## config.mk

```make
export PLATFORM = sky130hd
export DESIGN_NAME = dir_home_ctrl
export DESIGN_NICKNAME = d
export VERILOG_FILES = /design/src/rtl/dir_home_pkg.sv /design/src/rtl/dir_entry_store.sv /design/src/rtl/dir_line_mem.sv /design/src/rtl/dir_policy.sv /design/src/rtl/dir_home_ctrl.sv
export SDC_FILE = /design/constraint.sdc
export NUM_CORES = 1
export LEC_CHECK = 0
export ABC_CLOCK_PERIOD_IN_PS = 7600
export CELL_PAD_IN_SITES_DETAIL_PLACEMENT = 0
export CELL_PAD_IN_SITES_GLOBAL_PLACEMENT = 2
export CORE_UTILIZATION = 45
export CTS_BUF_LIST = sky130_fd_sc_hd__clkbuf_8
export DETAILED_ROUTE_END_ITERATION = 6
export PLACE_DENSITY = 0.81
export SLEW_MARGIN = 15
export SYNTH_ARGS = -nofsm -noshare
export SYNTH_HDL_FRONTEND = slang
export SYNTH_SLANG_ARGS = --single-unit
```

## constraint.sdc

```tcl
create_clock -name clk -period 7.6 [get_ports clk]
set_clock_uncertainty 0.15 [all_clocks]
set_input_delay 1.14 -clock clk [delete_from_list [all_inputs] [get_ports clk]]
set_output_delay 1.14 -clock clk [all_outputs]
set_load 0.02 [all_outputs]
```

## src/rtl/dir_home_pkg.sv

```systemverilog
package dir_home_pkg;
  typedef enum logic [1:0] {
    REQ_RD  = 2'd0,
    REQ_WR  = 2'd1,
    REQ_WB  = 2'd2,
    REQ_RSV = 2'd3
  } req_kind_e;

  typedef enum logic [1:0] {
    RSP_DATA    = 2'd0,
    RSP_OWNER   = 2'd1,
    RSP_SHARERS = 2'd2,
    RSP_NACK    = 2'd3
  } rsp_kind_e;

  // power-up contents of a line, 32-bit arithmetic
  function automatic logic [31:0] seed_word(input int unsigned idx);
    logic [31:0] p;
    p = 32'(idx) * 32'h9E37_79B1;
    return p ^ 32'h5A5A_0000;
  endfunction
endpackage

```

## src/rtl/dir_entry_store.sv

```systemverilog
module dir_entry_store #(
  parameter int NPROC  = 8,
  parameter int NLINES = 16,
  parameter int SRC_W  = 3,
  parameter int LINE_W = 4
) (
  input  logic              clk,
  input  logic              rst_n,
  input  logic [LINE_W-1:0] rd_line,
  output logic [NPROC-1:0]  rd_pres,
  output logic              rd_dirty,
  output logic              rd_busy,
  output logic [SRC_W-1:0]  rd_pend_src,
  output logic              rd_pend_wr,
  input  logic              we,
  input  logic [LINE_W-1:0] wr_line,
  input  logic [NPROC-1:0]  wr_pres,
  input  logic              wr_dirty,
  input  logic              wr_busy,
  input  logic [SRC_W-1:0]  wr_pend_src,
  input  logic              wr_pend_wr
);
  logic [NPROC-1:0] pres_q     [NLINES];
  logic             dirty_q    [NLINES];
  logic             busy_q     [NLINES];
  logic [SRC_W-1:0] pend_src_q [NLINES];
  logic             pend_wr_q  [NLINES];

  for (genvar g = 0; g < NLINES; g++) begin : g_line
    logic hit;
    assign hit = we && (wr_line == LINE_W'(g));

    always_ff @(posedge clk) begin
      if (!rst_n) begin
        pres_q[g]     <= '0;
        dirty_q[g]    <= 1'b0;
        busy_q[g]     <= 1'b0;
        pend_src_q[g] <= '0;
        pend_wr_q[g]  <= 1'b0;
      end else if (hit) begin
        pres_q[g]     <= wr_pres;
        dirty_q[g]    <= wr_dirty;
        busy_q[g]     <= wr_busy;
        pend_src_q[g] <= wr_pend_src;
        pend_wr_q[g]  <= wr_pend_wr;
      end
    end

    // a dirty line has exactly one holder
    assert_dirty_single_owner_R3: assert property (@(posedge clk) disable iff (!rst_n)
      dirty_q[g] |-> ($countones(pres_q[g]) == 1));

    // busy only arises on dirty lines
    assert_busy_implies_dirty_R4: assert property (@(posedge clk) disable iff (!rst_n)
      busy_q[g] |-> dirty_q[g]);
  end

  assign rd_pres     = pres_q[rd_line];
  assign rd_dirty    = dirty_q[rd_line];
  assign rd_busy     = busy_q[rd_line];
  assign rd_pend_src = pend_src_q[rd_line];
  assign rd_pend_wr  = pend_wr_q[rd_line];
endmodule

```

## src/rtl/dir_line_mem.sv

```systemverilog
module dir_line_mem #(
  parameter int NLINES = 16,
  parameter int DATA_W = 32,
  parameter int LINE_W = 4
) (
  input  logic              clk,
  input  logic              rst_n,
  input  logic [LINE_W-1:0] rd_line,
  output logic [DATA_W-1:0] rd_data,
  input  logic              we,
  input  logic [LINE_W-1:0] wr_line,
  input  logic [DATA_W-1:0] wr_data
);
  import dir_home_pkg::*;

  logic [DATA_W-1:0] mem_q [NLINES];

  for (genvar g = 0; g < NLINES; g++) begin : g_word
    always_ff @(posedge clk) begin
      if (!rst_n)
        mem_q[g] <= DATA_W'(seed_word(g));
      else if (we && (wr_line == LINE_W'(g)))
        mem_q[g] <= wr_data;
    end
  end

  assign rd_data = mem_q[rd_line];
endmodule

```

## src/rtl/dir_policy.sv

```systemverilog
module dir_policy #(
  parameter int NPROC  = 8,
  parameter int SRC_W  = 3,
  parameter int DATA_W = 32
) (
  input  logic              req_valid,
  input  logic [1:0]        req_kind,
  input  logic [SRC_W-1:0]  req_src,
  input  logic [DATA_W-1:0] req_data,
  input  logic [NPROC-1:0]  cur_pres,
  input  logic              cur_dirty,
  input  logic              cur_busy,
  input  logic [SRC_W-1:0]  cur_pend_src,
  input  logic              cur_pend_wr,
  input  logic [DATA_W-1:0] cur_data,
  output logic              ent_we,
  output logic [NPROC-1:0]  nxt_pres,
  output logic              nxt_dirty,
  output logic              nxt_busy,
  output logic [SRC_W-1:0]  nxt_pend_src,
  output logic              nxt_pend_wr,
  output logic              mem_we,
  output logic              rsp_fire,
  output logic [1:0]        rsp_kind_d,
  output logic [SRC_W-1:0]  rsp_owner_d,
  output logic [NPROC-1:0]  rsp_sharers_d,
  output logic [DATA_W-1:0] rsp_data_d,
  output logic              ev_nack,
  output logic              ev_wb_accept
);
  import dir_home_pkg::*;

  function automatic logic [NPROC-1:0] proc_bit(input logic [SRC_W-1:0] id);
    return NPROC'(1) << id;
  endfunction

  function automatic logic [SRC_W-1:0] owner_num(input logic [NPROC-1:0] v);
    logic [SRC_W-1:0] r;
    r = '0;
    for (int i = 0; i < NPROC; i++)
      if (v[i]) r = SRC_W'(i);
    return r;
  endfunction

  req_kind_e kind;
  logic      is_miss;
  assign kind    = req_kind_e'(req_kind);
  assign is_miss = (kind == REQ_RD) || (kind == REQ_WR);

  always_comb begin
    ent_we        = 1'b0;
    nxt_pres      = cur_pres;
    nxt_dirty     = cur_dirty;
    nxt_busy      = cur_busy;
    nxt_pend_src  = cur_pend_src;
    nxt_pend_wr   = cur_pend_wr;
    mem_we        = 1'b0;
    rsp_fire      = 1'b0;
    rsp_kind_d    = RSP_DATA;
    rsp_owner_d   = '0;
    rsp_sharers_d = '0;
    rsp_data_d    = '0;
    ev_nack       = 1'b0;
    ev_wb_accept  = 1'b0;
    if (req_valid) begin
      if (is_miss && cur_busy) begin
        rsp_fire   = 1'b1;
        rsp_kind_d = RSP_NACK;
        ev_nack    = 1'b1;
      end else if (is_miss && cur_dirty) begin
        rsp_fire     = 1'b1;
        rsp_kind_d   = RSP_OWNER;
        rsp_owner_d  = owner_num(cur_pres);
        ent_we       = 1'b1;
        nxt_busy     = 1'b1;
        nxt_pend_src = req_src;
        nxt_pend_wr  = (kind == REQ_WR);
      end else if (kind == REQ_RD) begin
        rsp_fire   = 1'b1;
        rsp_kind_d = RSP_DATA;
        rsp_data_d = cur_data;
        ent_we     = 1'b1;
        nxt_pres   = cur_pres | proc_bit(req_src);
      end else if (kind == REQ_WR) begin
        rsp_fire      = 1'b1;
        rsp_kind_d    = RSP_SHARERS;
        rsp_data_d    = cur_data;
        rsp_sharers_d = cur_pres & ~proc_bit(req_src);
        ent_we        = 1'b1;
        nxt_pres      = proc_bit(req_src);
        nxt_dirty     = 1'b1;
      end else if (kind == REQ_WB && cur_busy && cur_pres[req_src]) begin
        ev_wb_accept = 1'b1;
        mem_we       = 1'b1;
        ent_we       = 1'b1;
        nxt_busy     = 1'b0;
        if (cur_pend_wr) begin
          nxt_pres  = proc_bit(cur_pend_src);
          nxt_dirty = 1'b1;
        end else begin
          nxt_pres  = cur_pres | proc_bit(cur_pend_src);
          nxt_dirty = 1'b0;
        end
      end
    end
  end

  // write-back data is the only source of array writes
  always_comb begin
    if (mem_we) assert_mem_write_from_wb_R5: assert (kind == REQ_WB);
  end

  // unused data input keeps its name for the array write path
  logic unused_ok;
  assign unused_ok = ^req_data;
endmodule

```

## src/rtl/dir_home_ctrl.sv

```systemverilog
module dir_home_ctrl #(
  parameter int NPROC  = 8,
  parameter int NLINES = 16,
  parameter int DATA_W = 32,
  localparam int SRC_W  = (NPROC > 1) ? $clog2(NPROC) : 1,
  localparam int LINE_W = (NLINES > 1) ? $clog2(NLINES) : 1
) (
  input  logic              clk,
  input  logic              rst_n,
  input  logic              req_valid,
  input  logic [1:0]        req_kind,
  input  logic [SRC_W-1:0]  req_src,
  input  logic [LINE_W-1:0] req_line,
  input  logic [DATA_W-1:0] req_data,
  output logic              rsp_valid,
  output logic [1:0]        rsp_kind,
  output logic [SRC_W-1:0]  rsp_dst,
  output logic [SRC_W-1:0]  rsp_owner,
  output logic [NPROC-1:0]  rsp_sharers,
  output logic [DATA_W-1:0] rsp_data
);
  import dir_home_pkg::*;

  logic [NPROC-1:0]  cur_pres, nxt_pres, rsp_sharers_d;
  logic              cur_dirty, cur_busy, cur_pend_wr;
  logic [SRC_W-1:0]  cur_pend_src, nxt_pend_src, rsp_owner_d;
  logic              nxt_dirty, nxt_busy, nxt_pend_wr;
  logic [DATA_W-1:0] cur_data, rsp_data_d;
  logic              ent_we, mem_we, rsp_fire, ev_nack, ev_wb_accept;
  logic [1:0]        rsp_kind_d;

  dir_entry_store #(.NPROC(NPROC), .NLINES(NLINES), .SRC_W(SRC_W), .LINE_W(LINE_W)) u_store (
    .clk(clk), .rst_n(rst_n), .rd_line(req_line),
    .rd_pres(cur_pres), .rd_dirty(cur_dirty), .rd_busy(cur_busy),
    .rd_pend_src(cur_pend_src), .rd_pend_wr(cur_pend_wr),
    .we(ent_we), .wr_line(req_line), .wr_pres(nxt_pres), .wr_dirty(nxt_dirty),
    .wr_busy(nxt_busy), .wr_pend_src(nxt_pend_src), .wr_pend_wr(nxt_pend_wr)
  );

  dir_line_mem #(.NLINES(NLINES), .DATA_W(DATA_W), .LINE_W(LINE_W)) u_mem (
    .clk(clk), .rst_n(rst_n), .rd_line(req_line), .rd_data(cur_data),
    .we(mem_we), .wr_line(req_line), .wr_data(req_data)
  );

  dir_policy #(.NPROC(NPROC), .SRC_W(SRC_W), .DATA_W(DATA_W)) u_policy (
    .req_valid(req_valid), .req_kind(req_kind), .req_src(req_src), .req_data(req_data),
    .cur_pres(cur_pres), .cur_dirty(cur_dirty), .cur_busy(cur_busy),
    .cur_pend_src(cur_pend_src), .cur_pend_wr(cur_pend_wr), .cur_data(cur_data),
    .ent_we(ent_we), .nxt_pres(nxt_pres), .nxt_dirty(nxt_dirty), .nxt_busy(nxt_busy),
    .nxt_pend_src(nxt_pend_src), .nxt_pend_wr(nxt_pend_wr), .mem_we(mem_we),
    .rsp_fire(rsp_fire), .rsp_kind_d(rsp_kind_d), .rsp_owner_d(rsp_owner_d),
    .rsp_sharers_d(rsp_sharers_d), .rsp_data_d(rsp_data_d),
    .ev_nack(ev_nack), .ev_wb_accept(ev_wb_accept)
  );

  always_ff @(posedge clk) begin
    if (!rst_n) begin
      rsp_valid   <= 1'b0;
      rsp_kind    <= '0;
      rsp_dst     <= '0;
      rsp_owner   <= '0;
      rsp_sharers <= '0;
      rsp_data    <= '0;
    end else begin
      rsp_valid   <= rsp_fire;
      rsp_kind    <= rsp_fire ? rsp_kind_d    : '0;
      rsp_dst     <= rsp_fire ? req_src       : '0;
      rsp_owner   <= rsp_fire ? rsp_owner_d   : '0;
      rsp_sharers <= rsp_fire ? rsp_sharers_d : '0;
      rsp_data    <= rsp_fire ? rsp_data_d    : '0;
    end
  end

  assert_rsp_follows_req_R9: assert property (@(posedge clk) disable iff (!rst_n)
    rsp_valid |-> ($past(req_valid) && rsp_dst == $past(req_src)));

  assert_busy_nacks_R4: assert property (@(posedge clk) disable iff (!rst_n)
    ev_nack |=> (rsp_valid && rsp_kind == RSP_NACK));

  assert_clean_data_R2: assert property (@(posedge clk) disable iff (!rst_n)
    (rsp_valid && rsp_kind == RSP_DATA) |-> !$past(cur_dirty));

  assert_wb_silent_R5: assert property (@(posedge clk) disable iff (!rst_n)
    ev_wb_accept |=> !rsp_valid);

  assert_owner_has_no_data_R3: assert property (@(posedge clk) disable iff (!rst_n)
    (rsp_valid && rsp_kind == RSP_OWNER) |-> (rsp_data == '0 && rsp_sharers == '0));
endmodule

```

After elaboration in Yosys (flattened, before gate mapping). Memory sizes are Yosys's and may differ from the RTL's. Index checks and enable logic that the tools add are counted.

Flip-flop bits (word level): 49. Bits in latches: 0. Memory bits (writable): 736. ROM bits: 0. Input port bits: 44. Word-level logic and storage cells: 431. Memories: 6.

$add $sub $neg: 0. $mul: 0. Divide/modulo/power cells: 0. Order comparisons: 1. Equal/unequal tests: 17. Shift operators: 2. Muxes and demuxes: 250. Bitwise gates (word level): 105. Reductions and logical operators: 44.

Memories: u_mem.mem_q (words 16, width 32, read ports 1, clocked after Yosys merged registers in 0, wr ports 16, line dir_line_mem.sv:16) `logic [DATA_W-1:0] mem_q [NLINES];`; u_store.pres_q (words 16, width 8, read ports 1, clocked after Yosys merged registers in 0, wr ports 16, line dir_entry_store.sv:23) `logic [NPROC-1:0] pres_q [NLINES];`; u_store.pend_src_q (words 16, width 3, read ports 1, clocked after Yosys merged registers in 0, wr ports 16, line dir_entry_store.sv:26) `logic [SRC_W-1:0] pend_src_q [NLINES];`; u_store.busy_q (words 16, width 1, read ports 1, clocked after Yosys merged registers in 0, wr ports 16, line dir_entry_store.sv:25) `logic busy_q [NLINES];`; u_store.dirty_q (words 16, width 1, read ports 1, clocked after Yosys merged registers in 0, wr ports 16, line dir_entry_store.sv:24) `logic dirty_q [NLINES];`; u_store.pend_wr_q (words 16, width 1, read ports 1, clocked after Yosys merged registers in 0, wr ports 16, line dir_entry_store.sv:27) `logic pend_wr_q [NLINES];`.

Operator list (count): $mux W32 (18); $mux W8 (23); $mux W1 (179); $or A1 B1 Y1 (96); $mux W3 (23); $logic_and A1 B1 Y1 (36); $eq A4 B4 Y1 const B (8); $eq A4 B3 Y1 const B (4); $or A8 B8 Y8 (2); $shl A1 B3 Y8 const A (2); $mux W2 (6); $reduce_or A5 Y1 (2); $and A8 B8 Y8 (1); $eq A4 B2 Y1 const B (2); $not A8 Y8 (1); $reduce_or A7 Y1 (1); $not A1 Y1 (5); $eq A4 B1 Y1 const B (1); $logic_not A4 Y1 (1); $lt A3 B4 Y1 const B (1); $bmux W1 S3 (1); $reduce_and A3 Y1 (1); $eq A2 B1 Y1 const B (1); $eq A2 B2 Y1 const B (1); 3 further kinds (3).

Logic depth before layout (Yosys ltp). Gate-level depths: netlist of the first run. An unclocked memory read counts as a cell.

Depth after elaboration: 15. Depth in mapped cells: 14.

Modules after synthesis. A second synthesis of the first run with hierarchy kept.

Cells, all modules: 2379. Area, all modules: 35535.3 µm².

By module, submodules not included: dir_line_mem (times used 1, cells an instance 1447, area each 22935.7 µm², sequential area each 15374.7 µm²); dir_entry_store (times used 1, cells an instance 648, area each 10161.0 µm², sequential area each 6696.4 µm²); dir_home_ctrl (times used 1, cells an instance 108, area each 1357.6 µm², sequential area each 980.9 µm²); dir_policy (times used 1, cells an instance 176, area each 1081.0 µm², sequential area each 0.0 µm²).

Worst setup path before layout of the first run. No wires, ideal clock.

Path type: input port to flip-flop. Start: in req_line[0]. End: mem u_mem.mem_q[12][0] (enable). Library setup time: 0.466 ns. Arrival time: 5.757 ns. Required time: 6.984 ns. Slack: 1.227 ns. Stages on the path: 13. Cells stage by stage: buf_2 buf_4 buf_4 nor2_1 a22oi_1 a21oi_1 nor4_1 o32ai_4 nor2_2 buf_2 nand3_1 buf_2 o21ai_0.

RTL lines: start, declared (line dir_home_ctrl.sv:13) `input logic [LINE_W-1:0] req_line,`; end, declared (line dir_line_mem.sv:16).

==> results of run 1 <==
==> routing by layer <==
layer | track usage | up-vias | share of wire
met3 | 0.06336 | 221 | 0.11
met5 | 0 | - | 0.000075
li1 | - | 9007 | -
met4 | 0.1111 | 2 | 0.036
met1 | 0.3802 | 11230 | 0.38
met2 | 0.4491 | 1311 | 0.48
==> cells by family (layout without fill, tap and decap cells) <==
logic type	Yosys count	after routing	share of synthesized area
other cells	0	1	0
flops	785	785	0.6770
simple gates	1022	1022	0.1277
compound gates	91	91	0.01999
mux	252	252	0.1516
buf+inv	177	441	0.02374
==> final cells by class <==
| cell class | count | share of cell area |
|---|---|---|
| tap | 969 | 0.03106 |
| inverter | 12 | 0.001154 |
| sequential | 785 | 0.5905 |
| clock inverter | 101 | 0.01439 |
| antenna | 1 | 0.00006410 |
| timing repair buffer | 191 | 0.04423 |
| clock buffer | 137 | 0.04830 |
| multi-input combinational | 1365 | 0.2703 |
==> power groups by stage <==
stage | Sequential, mW | Combinational, mW | Clock [mW]
final | 4.84 | 0.805 | 3.53
after global routing | 4.85 | 0.843 | 3.77
after CTS | 4.84 | 0.799 | 3.58
after detailed placement | 4.93 | 0.797 | 0
after global placement | 4.92 | 0.792 | 0
after floorplan | 4.94 | 0.470 | 0
==> worst reg2reg max path, delay by kind of cell (launching register included) <==
kind	cells	cell delay, ns
AO/OA/AOI/OAI	3	1.49
AND/OR/NAND/NOR	2	0.92
flip-flops	1	0.33
multiplexers	3	1.01
buffers and inverters	1	0.43
==> sequential cells by signal (all words and copies together) (netlist names), 3 cells and up <==
| signal | flops |
|---|---|
| u_store.pend_wr_q | 16 |
| rsp_owner | 3 |
| rsp_sharers | 8 |
| u_store.pres_q | 128 |
| rsp_data | 32 |
| rsp_dst | 3 |
| u_mem.mem_q | 512 |
| u_store.pend_src_q | 48 |
| u_store.dirty_q | 16 |
| u_store.busy_q | 16 |
==> per-stage QoR <==
step | total power, mW | area [um^2] | worst slack, ns | util
3_3_place_gp | 5.716 | 36570 | 1.525 | 0.4895
4_1_cts | 9.223 | 39010 | 2.319 | 0.5223
3_5_place_dp | 5.727 | 36570 | 1.481 | 0.4895
5_1_grt | 9.455 | 39040 | 2.007 | 0.5226
6_report | 9.173 | 39040 | 2.128 | 0.5226
2_1_floorplan | 5.410 | 34050 | 1.227 | -
==> placed cells by master, fill, tap and decap left out, types with 9 or more instances in the layout <==
cell type        Yosys  layout
nand3_1             23      22
mux2i_1             32      31
clkdlybuf4s50_1      0      87
nor2_1             526     524
a21oi_1             15      14
and2_1              11      11
o21ai_4              0      16
edfxtp_1           733     733
o21ai_1              0      15
nor2b_1              9       9
and3_1              38      38
nor4_4               0      12
clkinv_1             1      23
clkbuf_8             0     137
nand2_1            325     323
mux2_2              10      10
inv_1               11      66
buf_4               13      96
mux4_2             210     210
dfxtp_1             52      52
nor3_1              31      31
==> how the worst min path moves through the flow <==
| stage | from | endpoint | cells after the start |
|---|---|---|---|
| after floorplan | u_store.busy_q[8] | u_store.busy_q[8] | 2 |
| after CTS | u_store.busy_q[8] | u_store.busy_q[8] | 2 |
| after global placement | u_store.busy_q[8] | u_store.busy_q[8] | 2 |
| final | u_store.busy_q[8] | u_store.busy_q[8] | 2 |
| after global routing | u_store.busy_q[8] | u_store.busy_q[8] | 2 |
| after detailed placement | u_store.busy_q[8] | u_store.busy_q[8] | 2 |
==> reports/qor.csv, run 1 <==
metric;value;unit
status;finished with violations;
failing checks;design-rule violations;
starting density of the core;0.4558;
Hold/Removal Path Class;flop to flop;
fmax;0.1827;GHz
final wirelength;106900;um
Slowest cell on crit path;a21o_1;
final worst path period share;0.7200;
filler cell count in the final layout;6207;
WP data required;8.10;ns
clock sinks;785;
Ys Warns;0;
worst skew pair latency;0.80;ns
sequential fraction of the synthesis area;0.6770;
Layout area overhead;14.65;%
DRT Pass-1 Iters;7;
Gate Count Post-Synth;2327;
post-route ant nets;0;
grt ovf;0;
Worst setup startpoint;req_line[3];
CTS root buffer;clkbuf_8;
All-Layer GR Usage;0.2828;
DR vias/cell;6.114;
Post CTS Setup Buffer Count;0;
Core Area;74700;um^2
Initial DRC Count;2667;
switch share;0.2538;
die footprint;76770;um^2
Clock Power Share;0.385;
Hold Vio Cnt, Final;0;
WP data arrival;5.97;ns
final setup vio count;0;
critical-path cell list;buf_4, buf_4, mux2i_1, a22oi_1, nand4_1, a41oi_1, o32a_1, a21o_1, nand4_1, buf_4, nor2_1;
Max Cap Violations;0;
P_sw;2.328;mW
Synth top cells by count;733 x edfxtp_1, 526 x nor2_1, 325 x nand2_1, 210 x mux4_2, 77 x clkbuf_1;
prevailing post-synth register cell;edfxtp_1;
Reg-to-Reg Start;u_store.pres_q[6][2];
end point of the critical path;u_store.pres_q[11][5];
Placed Instances;3322;
GP Congestion;0.8565;
Period minus WS final;5.472;ns
I/O Buffers;92;
initial antenna violation count;4;
detailed placement HPWL;63990;um
internal power;6.845;mW
Reg area;23050;um^2
Hold Buf Count CTS;0;
leading post-synthesis cells by cell area;edfxtp_1 65%, mux4_2 14%, nor2_1 5.8%, nand2_1 3.6%, dfxtp_1 3.1%;
delay-heaviest family, CP;compound AO/OA/AOI/OAI gates;
Synth Cell Area;34050;um^2
syn_area_per_cell;14.63;um^2
Reg power frac;0.528;
crit-path max cell delay;0.82;ns
TritonCTS clock tree;yes;
Die X-Extent;277.1;um
die height;277.1;um
Buf+Inv Stages, Crit Path;3;
Nets;2533;
CTS buffer count;134;
largest net degree at the start of global routing;74;
Leak Pwr;12.37;nW
DRC Markers;2;
Yosys reg bits;785;
first-pass GRT wire length;153700;um
Synth cell types;54;
Power Dens Cells;235.0;nW/um^2
Multi-input gate area;10550;um^2
peak supply drop;0.0001631;V
Final Slew Violations;0;
vias;21771;
post-synth net total;2371;
Startpoint Class;input port;
Crit path depth;11;
RSZ-0062 raised after global routing;false;
Async S/R FF share, synth;0;
slew margin rel.;0.1983;
Comb pwr share;0.088;
r2r setup slk;3.12;ns
final std cells w/o fill;3561;
Synth top area share;0.6464;
post-CTS sizing;0;
layout cells sized above 1;0.2142;
most frequent CP cell;buf_4;
R2R cell count;9;
EDFF count, synth;733;
Rows;100;
critical path type;input port to flop;
H-tree Lvls;4;
vias in the first global route;22041;
Hold Slack;0.4024;ns
Max clock buf depth;3;
worst flop-to-flop path endpoint;u_store.pres_q[11][5];
WL/cell;30.01;um
Worst Path Max Fanout;48;
worst slew pin tran;1.200;ns
most area-hungry cell type in the Yosys netlist;edfxtp_1;
crit end category;flop;
most instantiated library cell after synthesis;edfxtp_1;
final setup TNS;0;ns
IO Pins;93;
CTS clk-pin slew, worst paths;0.06;ns
(Power assumes the default switching activity.)
==> inputs of run 2 (changes only) <==
ABC_CLOCK_PERIOD_IN_PS = 5100   (was 7600)
clock period = 5.1 ns   (was 7.6 ns; I/O delays follow)
==> reports/qor.csv, run 2 (same netlist as run 1, synthesis figures left out) <==
metric;value;unit;change
status;finished clean;;
switch share;0.2539;;about the same
TritonCTS clock tree;yes;;
slew margin rel.;0.1729;;-0.02548
final wirelength;109400;um;+2.4%
final instance area;39550;um^2;+1.3%
post-place setup slack;0.2464;ns;-1.235 ns
Hold Buf Count CTS;0;;unchanged
DRC Markers;0;;-2
crit end category;flop;;
vias;21952;;+0.83%
WL/cell;30.26;um;+0.82%
Layout area overhead;16.15;%;
Setup WS post-layout;0.9792;ns;-1.149 ns
critical path type;input port to flop;;
grt peak-use layer;met2;;
Die X-Extent;277.1;um;unchanged
largest net degree at the start of global routing;49;;-34%
H-tree Lvls;4;;unchanged
Rows;100;;unchanged
Period minus WS final;4.121;ns;
WP data required;5.36;ns;-2.74 ns
Leak Pwr;12.64;nW;+2.2%
CTS buffer count;133;;-0.75%
detailed placement HPWL;65860;um;+2.9%
Placed Instances;3376;;+1.6%
Power Total;13.72;mW;+50%
Placement Cell Area;37120;um^2;+1.5%
met2 Use GR;0.4709;;+0.02178
peak supply drop;0.0001694;V;+3.9%
largest reg by FF count;u_mem.mem_q;;
worst skew pair latency;0.79;ns;about the same
internal power;10.24;mW;+50%
GR Util met3;0.06302;;-0.0003375
Worst Path Max Fanout;17;;-65%
R2R cell count;10;;+1
starting density of the core;0.4558;;unchanged
final setup vio count;0;;unchanged
layout cells sized above 1;0.2286;;+0.01444
Multi-input gate area;10520;um^2;-0.27%
clock sinks;785;;unchanged
first-pass GRT wire length;156400;um;+1.8%
Reg power frac;0.526;;-0.002
biggest regs;u_mem.mem_q (512), u_store.pres_q (128), u_store.pend_src_q (48);;
Max clock buf depth;3;;unchanged
I/O Buffers;92;;unchanged
Reg area;23050;um^2;unchanged
grt ovf;0;;unchanged
final worst path period share;0.8080;;
filler cell count in the final layout;6099;;-1.7%
Startpoint Class;input port;;
die footprint;76770;um^2;unchanged
WP data arrival;4.38;ns;-1.59 ns
Clock Power Share;0.382;;-0.003
Layout Utilization;0.5295;;+0.006834
worst slew pin tran;1.238;ns;+0.03749 ns
GP Congestion;0.8747;;+2.1%
post-route ant nets;0;;unchanged
Initial DRC Count;2792;;+4.7%
vias in the first global route;22247;;+0.93%
All-Layer GR Usage;0.2879;;+0.005030
max FFs per register;512;;unchanged
final std cells w/o fill;3616;;+1.5%
fmax;0.2427;GHz;
DR vias/cell;6.071;;-0.70%
IO Pins;93;;unchanged
Core Area;74700;um^2;unchanged
Min-Delay Path Depth;3;;+1
Hold/Removal Path Class;input port to flop;;
initial antenna violation count;4;;unchanged
RSZ-0062 raised after global routing;false;;
die height;277.1;um;unchanged
post-CTS sizing;0;;unchanged
Comb pwr share;0.092;;+0.004
final setup TNS;0;ns;unchanged
Hold Slack;0.2844;ns;-0.1180 ns
CTS clk-pin slew, worst paths;0.05;ns;about the same
P_sw;3.484;mW;+50%
Nets;2586;;+2.1%
Final Slew Violations;0;;unchanged
Hold Vio Cnt, Final;0;;unchanged
Post CTS Setup Buffer Count;0;;unchanged
commonest non-fill, non-tap cell in the layout;edfxtp_1;;
DRT Pass-1 Iters;5;;-2
Max Cap Violations;0;;unchanged
Power Dens Cells;347.0;nW/um^2;+48%
commonest non-fill, non-tap cells in the layout;733 x edfxtp_1, 524 x nor2_1, 323 x nand2_1, 210 x mux4_2;;
met1 GRT Util;0.3804;;about the same
CTS root buffer;clkbuf_8;;
-- run 2: changes by cell type in the layout (fill, tap and decap cells not counted), sizes merged --
cell and delta:
buf +54, clkbuf +1, clkinvlp +6, clkinv +1, inv -7
-- run 2: final cells by class --
class	instances	share of cell area
Timing Repair Buffer	245	0.05771
Sequential cell	785	0.5829
Clock buffer	138	0.04802
Multi-Input combinational cell	1365	0.2661
Clock inverter	101	0.01345
Antenna cell	1	0.00006327
Tap cell	969	0.03066
Inverter	12	0.001139
-- run 2: power groups by stage --
stage          Clock, mW  Sequential (mW)  Combinational [mW]
2_1_floorplan          0             7.35               0.703
3_3_place_gp           0             7.34                1.24
3_5_place_dp           0             7.35                1.25
4_1_cts             5.31             7.22                1.25
5_1_grt             5.58             7.22                1.31
6_report            5.25             7.21                1.26
-- run 2: worst paths after layout --
path,startpoint,end,slack [ns]
worst max register to register,u_store.pres_q[14][2],u_mem.mem_q[5][5],1.21
worst min-delay path,rst_n,rsp_owner[2],0.28
worst min register to register,u_store.pend_wr_q[8],u_store.pend_wr_q[8],0.40
worst max-delay path,req_src[1],u_mem.mem_q[5][5],0.98
-- run 2: critical path: stages --
cell and delay, ns:
clkdlybuf4s50_1 0.93, mux4_2 0.33, o22ai_1 0.08, nor4_1 0.55, o32ai_4 0.20, nor2_2 0.45
buf_4 0.24, nand3_1 0.19, o21ai_4 0.23, buf_4 0.39
-- run 2: routing by layer --
layer	part of all wire	routed length, um
met4	0.030	3336
met1	0.38	41890
met3	0.098	10690
met2	0.49	53500
met5	0	0
